$ cat src/rtl/uart_rf_pkg.sv
package uart_rf_pkg;
  localparam logic [2:0] OFS_DATA = 3'd0;
  localparam logic [2:0] OFS_IEN  = 3'd1;
  localparam logic [2:0] OFS_FCTL = 3'd2;
  localparam logic [2:0] OFS_LCTL = 3'd3;
  localparam logic [2:0] OFS_SCR  = 3'd7;

  typedef struct packed {
    logic data;
    logic ien;
    logic fctl;
    logic lctl;
    logic scr;
  } rf_sel_t;
endpackage

$ cat src/rtl/uart_rf_fifo.sv
module uart_rf_fifo #(
  parameter int W     = 8,
  parameter int DEPTH = 16,
  localparam int AW   = $clog2(DEPTH),
  localparam int CW   = AW + 1
) (
  input  logic          clk,
  input  logic          rst,
  input  logic          flush,
  input  logic          cap_one,
  input  logic          push,
  input  logic [W-1:0]  din,
  input  logic          pop,
  output logic [W-1:0]  dout,
  output logic          empty,
  output logic          full,
  output logic [CW-1:0] count
);
  logic [W-1:0]  mem [DEPTH];
  logic [AW-1:0] wr_ptr, rd_ptr;
  logic          do_push, do_pop;

  assign empty   = (count == '0);
  assign full    = cap_one ? (count != '0) : (count == CW'(DEPTH));
  assign do_push = push & ~full;
  assign do_pop  = pop & ~empty;
  assign dout    = mem[rd_ptr];

  // storage has no reset so it maps onto RAM
  always_ff @(posedge clk) begin
    if (do_push && !flush) mem[wr_ptr] <= din;
  end

  always_ff @(posedge clk) begin
    if (rst || flush) begin
      wr_ptr <= '0;
      rd_ptr <= '0;
      count  <= '0;
    end else begin
      if (do_push) wr_ptr <= wr_ptr + 1'b1;
      if (do_pop)  rd_ptr <= rd_ptr + 1'b1;
      case ({do_push, do_pop})
        2'b10:   count <= count + 1'b1;
        2'b01:   count <= count - 1'b1;
        default: count <= count;
      endcase
    end
  end
endmodule

$ cat src/rtl/uart_rf_decode.sv
module uart_rf_decode
  import uart_rf_pkg::*;
(
  input  logic [2:0] addr,
  input  logic       wr_en,
  input  logic       rd_en,
  input  logic       bank_alt,
  output rf_sel_t    wsel,
  output rf_sel_t    rsel
);
  rf_sel_t hit;

  always_comb begin
    hit      = '0;
    hit.lctl = (addr == OFS_LCTL);
    if (!bank_alt) begin
      hit.data = (addr == OFS_DATA);
      hit.ien  = (addr == OFS_IEN);
      hit.fctl = (addr == OFS_FCTL);
      hit.scr  = (addr == OFS_SCR);
    end
  end

  assign wsel = wr_en ? hit : '0;
  assign rsel = rd_en ? hit : '0;
endmodule

$ cat src/rtl/uart_rf_ien.sv
module uart_rf_ien #(
  parameter int NEV = 8,
  parameter int EXT_LO = 4,
  parameter int RSV_BIT = 3
) (
  input  logic           clk,
  input  logic           rst,
  input  logic           ext_mode,
  input  logic           we,
  input  logic [NEV-1:0] wdata,
  input  logic [NEV-1:0] evt,
  output logic [NEV-1:0] ien,
  output logic           irq
);
  logic [NEV-1:0] keep_mask;

  // bits that survive a non-extended cycle; reserved bit never writable
  always_comb begin
    for (int i = 0; i < NEV; i++) begin
      keep_mask[i] = (i != RSV_BIT) && ((i < EXT_LO) || ext_mode);
    end
  end

  always_ff @(posedge clk) begin
    if (rst) begin
      ien <= '0;
      irq <= 1'b0;
    end else begin
      if (we) ien <= wdata & keep_mask;
      else    ien <= ien & keep_mask;
      irq <= |(evt & ien);
    end
  end
endmodule

$ cat src/rtl/uart_regfront.sv
module uart_regfront
  import uart_rf_pkg::*;
#(
  parameter int DW    = 8,
  parameter int DEPTH = 16,
  localparam int CW   = $clog2(DEPTH) + 1
) (
  input  logic          clk,
  input  logic          rst,
  input  logic [2:0]    addr,
  input  logic          wr_en,
  input  logic          rd_en,
  input  logic [DW-1:0] wdata,
  output logic [DW-1:0] rdata,
  input  logic          ext_mode,
  input  logic [DW-1:0] evt,
  output logic          irq,
  output logic          dma_tx_req,
  input  logic          dma_tx_ack,
  input  logic [DW-1:0] dma_wdata,
  output logic          dma_rx_req,
  input  logic          dma_rx_ack,
  output logic [DW-1:0] tx_data,
  output logic          tx_valid,
  input  logic          tx_pop,
  input  logic [DW-1:0] rx_din,
  input  logic          rx_push,
  output logic          tx_ovr
);
  rf_sel_t       wsel, rsel;
  logic [DW-1:0] ier_q, lctl_q, scr_q, last_rx, rx_dout, rx_val;
  logic          fifo_en, flush;
  logic          tx_push, tx_empty, tx_full, rx_pop, rx_empty, rx_full;
  logic [CW-1:0] tx_count, rx_count;

  uart_rf_decode u_dec (
    .addr(addr), .wr_en(wr_en), .rd_en(rd_en), .bank_alt(lctl_q[DW-1]),
    .wsel(wsel), .rsel(rsel)
  );

  uart_rf_ien #(.NEV(DW)) u_ien (
    .clk(clk), .rst(rst), .ext_mode(ext_mode), .we(wsel.ien),
    .wdata(wdata), .evt(evt), .ien(ier_q), .irq(irq)
  );

  assign flush   = wsel.fctl & (wdata[0] != fifo_en);
  assign tx_push = wsel.data | dma_tx_ack;
  assign rx_pop  = rsel.data | dma_rx_ack;

  uart_rf_fifo #(.W(DW), .DEPTH(DEPTH)) u_txq (
    .clk(clk), .rst(rst), .flush(flush), .cap_one(~fifo_en),
    .push(tx_push), .din(dma_tx_ack ? dma_wdata : wdata), .pop(tx_pop),
    .dout(tx_data), .empty(tx_empty), .full(tx_full), .count(tx_count)
  );

  uart_rf_fifo #(.W(DW), .DEPTH(DEPTH)) u_rxq (
    .clk(clk), .rst(rst), .flush(flush), .cap_one(~fifo_en),
    .push(rx_push), .din(rx_din), .pop(rx_pop),
    .dout(rx_dout), .empty(rx_empty), .full(rx_full), .count(rx_count)
  );

  assign tx_valid   = ~tx_empty;
  assign dma_tx_req = ~tx_full;
  assign dma_rx_req = ~rx_empty;
  assign rx_val     = rx_empty ? last_rx : rx_dout;

  always_ff @(posedge clk) begin
    if (rst) begin
      fifo_en <= 1'b0;
      lctl_q  <= '0;
      scr_q   <= '0;
      tx_ovr  <= 1'b0;
      last_rx <= '0;
      rdata   <= '0;
    end else begin
      if (wsel.fctl) fifo_en <= wdata[0];
      if (wsel.lctl) lctl_q  <= wdata;
      if (wsel.scr)  scr_q   <= wdata;
      if (flush)                     tx_ovr <= 1'b0;
      else if (tx_push && tx_full)   tx_ovr <= 1'b1;
      if (rx_pop && !rx_empty) last_rx <= rx_dout;
      if (rd_en) begin
        unique case (1'b1)
          rsel.data: rdata <= rx_val;
          rsel.ien:  rdata <= ier_q;
          rsel.fctl: rdata <= {{(DW-1){1'b0}}, fifo_en};
          rsel.lctl: rdata <= lctl_q;
          rsel.scr:  rdata <= scr_q;
          default:   rdata <= '0;
        endcase
      end else if (dma_rx_ack) begin
        rdata <= rx_val;
      end
    end
  end

  // receive overrun has no flag in this block: rx_full only gates pushes
  logic unused_ok;
  assign unused_ok = rx_full;
endmodule

$ cat config.mk
export PLATFORM = sky130hd
export DESIGN_NAME = uart_regfront
export DESIGN_NICKNAME = d
export VERILOG_FILES = /design/src/rtl/uart_rf_pkg.sv /design/src/rtl/uart_rf_fifo.sv /design/src/rtl/uart_rf_decode.sv /design/src/rtl/uart_rf_ien.sv /design/src/rtl/uart_regfront.sv
export SDC_FILE = /design/constraint.sdc
export NUM_CORES = 1
export LEC_CHECK = 0
export ABC_AREA = 1
export BUFFER_PORTS_ARGS = -buffer_cell sky130_fd_sc_hd__buf_4
export CAP_MARGIN = 10
export CORE_MARGIN = 2
export CORE_UTILIZATION = 55
export DETAILED_ROUTE_END_ITERATION = 12
export PLACE_DENSITY = 0.75
export SKIP_LAST_GASP = 1
export SLEW_MARGIN = 5
export SYNTH_ARGS = -nofsm -noshare
export SYNTH_HDL_FRONTEND = slang
export SYNTH_SLANG_ARGS = --single-unit
$ cat constraint.sdc
create_clock -name clk -period 2.8 [get_ports clk]
set_clock_uncertainty 0.2 [all_clocks]
set_input_delay 0.14 -clock clk [delete_from_list [all_inputs] [get_ports clk]]
set_output_delay 0.14 -clock clk [all_outputs]
set_load 0.005 [all_outputs]
After elaboration in Yosys (flattened, before gate mapping)
Memory sizes are Yosys's and may differ from the RTL's. A register that Yosys moved wholly into a read port is not among the register bits.
Cells that the tools add are included.
Storage, ports and cells
  logic and storage cells: 88
  memories kept: 2
  bits in registers: 69
  bits in writable memories: 256
  output and inout bits: 21
Memory list
  u_rxq.mem: words 16, bits a word 8, rd ports 1, clocked after Yosys merged registers in 1, wr ports 1, line uart_rf_fifo.sv:19  | logic [W-1:0] mem [DEPTH];
  u_txq.mem: words 16, bits a word 8, rd ports 1, clocked after Yosys merged registers in 1, wr ports 1, line uart_rf_fifo.sv:19
Operators by class
  reductions and logical operators: 17
  eq/ne operators: 11
  bitwise logic cells: 14
  muxes and demuxes: 22
  $add $sub $neg: 8
Operators with widths (count)
  8-bit 2-to-1 mux: 5
  8-bit case mux with 5 select lines: 1
  8-bit bitwise AND: 3
  5-bit case mux with 2 select lines: 2
  4-bit by 1-bit adder with 4-bit output (second input constant): 4
  4-bit 2-to-1 mux: 4
  5-bit by 1-bit adder with 5-bit output (second input constant): 2
  5-bit equality test (second input constant): 2
  5-bit zero test: 2
  5-bit 2-to-1 mux: 2
  5-bit nonzero test: 2
  5-bit by 1-bit subtractor with 5-bit output (second input constant): 2
  8-bit OR reduction: 1
  1-bit 2-to-1 mux: 7
  3-bit by 2-bit equality test with 1-bit output (second input constant): 2
  2-bit nonzero test: 3
  1-bit bitwise AND: 5
  2-bit by 1-bit equality test with 1-bit output (second input constant): 2
  2-bit equality test (second input constant): 2
  1-bit logical AND: 4
  1-bit inverter: 4
  3-bit by 1-bit equality test with 1-bit output (second input constant): 1
  3-bit equality test (second input constant): 1
  3-bit zero test: 1
  other kinds (6): 8

Longest topological paths before layout
  depth in word-level cells: 8
  gate-level depth with buffers: 15
  mapped depth without buffers: 15

Hierarchy
Synthesis repeated with hierarchy kept, for this count alone.
Second synthesis, totals
  cells, all modules: 1763
  area, all modules: 15605.0 µm²
By module, submodules not included
  uart_rf_fifo at u_txq: area each 6682.7 µm², cells each 693, sequential area each 4184.0 µm², times used 1
  uart_rf_fifo at u_rxq: area each 6680.2 µm², cells each 693, sequential area each 4184.0 µm², times used 1
  uart_regfront: area each 1810.5 µm², cells each 304, sequential area each 680.7 µm², times used 1
  uart_rf_ien: area each 324.1 µm², cells each 48, sequential area each 160.2 µm², times used 1
  uart_rf_decode: area each 107.6 µm², cells each 25, sequential area each 0.0 µm², times used 1

Worst setup path before layout
Ideal clock, no wire load.
  kind: register -> register
  start: reg u_txq.count[0]
  end: reg u_txq.count[4]
  data required time: 2.530 ns
  arrival: 2.405 ns
  stages on the path, launching flop included: 15
  setup slack: 0.125 ns
  clock period less this slack: 2.675 ns
  cells stage by stage: dfxtp_1 > nor4_4 > nand2_2 > o21ai_2 > nand2_4 > ha_1 > xor2_1 > ha_1 > a21o_2 > nand2_1 > nand2_1 > a21oi_1 > xor2_1 > nand2_1 > a21oi_1
RTL lines
  start, declared: line uart_rf_fifo.sv:17  | output logic [CW-1:0] count
  start signal, assigned: line uart_rf_fifo.sv:43  | 2'b10: count <= count + 1'b1;
  start signal, assigned: line uart_rf_fifo.sv:44  | 2'b01: count <= count - 1'b1;
  start signal, assigned: line uart_rf_fifo.sv:45  | default: count <= count;
  5-bit zero test *: line uart_rf_fifo.sv:23  | assign empty = (count == '0);
  1-bit inverter *
  net tx_valid: line uart_regfront.sv:24  | output logic tx_valid,
  1-bit bitwise AND *: line uart_rf_fifo.sv:26  | assign do_pop = pop & ~empty;
  2-bit by 1-bit equality test with 1-bit output / 2-bit equality test (equally long branches): line uart_rf_fifo.sv:42  | case ({do_push, do_pop})
  5-bit case mux with 2 select lines / 2-bit nonzero test (equally long branches)
Mark *: on every way through the listed nets, which the timed path passes. The rest lies on a longest branch.
A chain may end at the register's enable or synchronous reset.

Worst setup path after layout
  start: reg u_txq.count[3]
  end: reg u_txq.count[4]
Between the ends
  longest elaborated chain between the ends: 6
Ends and longest elaborated chain
  5-bit equality test / 5-bit nonzero test (equally long branches): line uart_rf_fifo.sv:24  | assign full = cap_one ? (count != '0) : (count == CW'(DEPTH));
  1-bit 2-to-1 mux: line uart_rf_fifo.sv:24
  1-bit inverter: line uart_rf_fifo.sv:25  | assign do_push = push & ~full;
  1-bit bitwise AND: line uart_rf_fifo.sv:25
  2-bit by 1-bit equality test with 1-bit output / 2-bit equality test (equally long branches): line uart_rf_fifo.sv:42
  5-bit case mux with 2 select lines / 2-bit nonzero test (equally long branches)
Several ways; a longest one is shown, not always the timed one.

==> impl_metrics.json <==
{
  "syn_to_final_growth_pct": 17.3,
  "finalCriticalPeriod_ns": 2.68,
  "r2r_start": "u_txq.count[3]$_SDFFE_PP0P_",
  "worst-setup-path-type": "flop to flop",
  "gr-usage-all-layers_pct": 23.1,
  "cts_made_buffers": 35,
  "antenna_found_initial": 0,
  "core_um2": 25300,
  "place.gp.congestion": 0.906,
  "rsz0062_at_grt": "false",
  "drive_gt1_share_pct": 14.0,
  "cts_max_level": 2,
  "fp.dieH_um": 164,
  "power_mw": 14.4,
  "grt_pass1_wl_um": 47900,
  "grt.overflow.total": 0,
  "syn_avg_cell_area_um2": 11.1,
  "num_vias": 9736,
  "syn_area_um2": 14200,
  "via_per_inst": 5.57,
  "cts_tree": "yes",
  "cp-start-kind": "flop",
  "clkSinkCount": 332,
  "slew_violations": 0,
  "routed_wl_um": 30800,
  "core.rowCount": 58,
  "fmax_mhz": 373,
  "grt_pass1_vias": 9330,
  "outcome": "finished clean",
  "setup_ws_ns": 0.117,
  "power_density_nw_per_um2": 865,
  "fin_worst_hold_slack_ns": 0.0229,
  "die_area_um2": 27000,
  "min_from": "rd_en",
  "wire_per_inst_um": 17.6,
  "post-place-ws_ns": -0.0247,
  "setup_viol": 0,
  "async_flop_share_pct": 0,
  "ir_drop_uv": 792,
  "grt_start_max_net_pins": 51,
  "hold_path_end": "rdata[0]$_SDFFE_PP0P_",
  "worst_pin_slew_ns": 0.716,
  "port-buffer-count": 63,
  "root_buffer": "clkbuf_16",
  "yosys_warnings": 0,
  "timing.final.hold_violations": 0,
  "drc": 0,
  "synthCells": 1275,
  "end_kind": "flop",
  "dpl.hpwl_um": 19700,
  "final_common_cell": "edfxtp_1",
  "critPathRequiredTime_ns": 3.03,
  "diodes": 0,
  "die_x_um": 164,
  "layout.cells.non_filler": 1748,
  "yosysUniqueCellTypes": 45,
  "power_leakage_nw": 6.23,
  "rr_endpoint": "u_txq.count[4]$_SDFFE_PP0P_",
  "drt.antenna.violating_nets": 0,
  "min_path_cells": 5,
  "critPathMaxFanout": 4,
  "place_inst": 1657,
  "synth_edf_count": 256,
  "synth_ff_type": "edfxtp_1",
  "clockBufferDepth": 3,
  "seq_area_frac_synth_pct": 65.0,
  "synth_nets": 1336,
  "cp.arrival_ns": 2.91,
  "path_clk_slew_ns": 0.06,
  "min_period_over_period_pct": 95.8,
  "reg2reg_depth": 14,
  "ys_ff_latch": 332,
  "fin_nets": 1455,
  "r2r_setup_slack_ns": 0.12,
  "hp-class": "primary input to flop",
  "worst_slew_margin_rel_pct": 52.1,
  "final_cell_mix": "edfxtp_1, inv_1, nand2_1",
  "first_pass_iters": 5,
  "drv_cap": 0,
  "drtIter0Drc": 887,
  "io-pin-count": 65,
  "worstSkewPairLatency_ns": 0.51,
  "start_util_pct": 56.1
}
[worst max-delay path, stage by stage, from the launching register on]
cell     delay, ns
dfxtp_1       0.36
nor4_4        0.33
nand2_2       0.13
o21ai_2       0.11
nand2_4       0.06
ha_2          0.23
xor2_1        0.18
ha_1          0.21
a21o_2        0.20
nand2_1       0.06
nand2_1       0.06
a21oi_2       0.14
xor2_1        0.16
nand2_1       0.07
a21oi_1       0.11
[area by class of cell]
type | count | area [µm²]
inverter | 181 | 679
timing repair buffer | 142 | 1160
sequential | 332 | 9220
clock buffer | 44 | 962
clock inverter | 17 | 178
fill | 1881 | 8650
multi-input combinational | 702 | 4000
tap | 330 | 413
[through the flow]
stage | TNS (ns) | cell area [µm²] | util (%)
after CTS | 0 | 16600 | 65.7
after global placement | 0 | 15200 | 60.0
after floorplan | 0 | 14200 | -
after global routing | 0 | 16600 | 65.8
final | 0 | 16600 | 65.8
after detailed placement | -0.0247 | 15200 | 60.0
[where the power goes]
part,switching [mW],leakage [nW],total (mW),internal [mW]
Clock,1.78,0.560,4.57,2.79
Combinational,2.26,2.73,3.74,1.48
Sequential,0.355,2.93,6.05,5.69
[state kept, by name (all words and copies together), names as in the netlist, named ones only]
register and cells:
fifo_en 1, u_rxq.wr_ptr 4, last_rx 8, u_txq.mem 128
lctl_q 8, scr_q 8, u_ien.ien 7, u_txq.count 5
u_ien.irq 1, tx_ovr 1, u_rxq.mem 128, rdata 8
u_txq.wr_ptr 4, u_rxq.rd_ptr 4, u_rxq.count 5, u_txq.rd_ptr 4
[worst max path at each step]
stage / start / endpoint / slack, ns / cells after the start
finish: u_txq.count[3]$_SDFFE_PP0P_ / u_txq.count[4]$_SDFFE_PP0P_ / 0.12 / 14
global route: u_txq.count[3]$_SDFFE_PP0P_ / u_txq.count[4]$_SDFFE_PP0P_ / 0.002 / 14
CTS: u_txq.count[1]$_SDFFE_PP0P_ / u_txq.count[4]$_SDFFE_PP0P_ / 0.03 / 14
detailed placement: u_txq.count[0]$_SDFFE_PP0P_ / u_txq.count[4]$_SDFFE_PP0P_ / -0.02 / 14
global placement: u_txq.count[0]$_SDFFE_PP0P_ / u_txq.count[4]$_SDFFE_PP0P_ / 0.09 / 14
floorplan: u_txq.count[0]$_SDFFE_PP0P_ / u_txq.count[4]$_SDFFE_PP0P_ / 0.13 / 14
[logic make-up after synthesis]
group / after synthesis / share of synthesized area (%)
AO/OA/AOI/OAI: 343 / 14.1
XOR/XNOR: 12 / 0.742
adder cells (fa/ha/maj): 17 / 1.50
buffers and inverters: 241 / 6.82
flip-flops: 332 / 65.0
multiplexers: 32 / 2.26
AND/OR/NAND/NOR: 298 / 9.59
[synthesized netlist by cell type, types with 6 or more instances]
library cell  count  area (µm²)
inv_1           176         661
mux2i_1          32         320
a211oi_1         11        82.6
edfxtp_1        256        7690
o211ai_1         73         548
o22ai_1           6        37.5
ha_1             17         213
buf_1             7        26.3
nand2_1         140         526
nand3_1          71         355
nor2_1           53         199
o21ai_0         112         561
dfxtp_1          76        1520
buf_2            19        95.1
clkbuf_1         27         101
xor2_1            9        78.8
a21oi_1         125         626
[repair_timing]
action / in CTS / in global routing
resized for setup: 0 / 5
setup buffers: 1 / 1
hold endpoints to repair: 195 / 0
endpoints found under the setup margin: 1 / 1
pin swaps: 1 / 2
cloned: 0 / 0
hold buffers: 28 / 0
[layer usage]
layer / vias to the layer above / wire length [µm] / global-route usage [%]
met5: - / 0 / 0
met4: 0 / 1200 / 9.49
met3: 87 / 1540 / 2.99
met2: 319 / 15600 / 40.3
met1: 4622 / 12500 / 29.2
li1: 4708 / - / -
No activity file was read; power rests on OpenSTA's default activity.
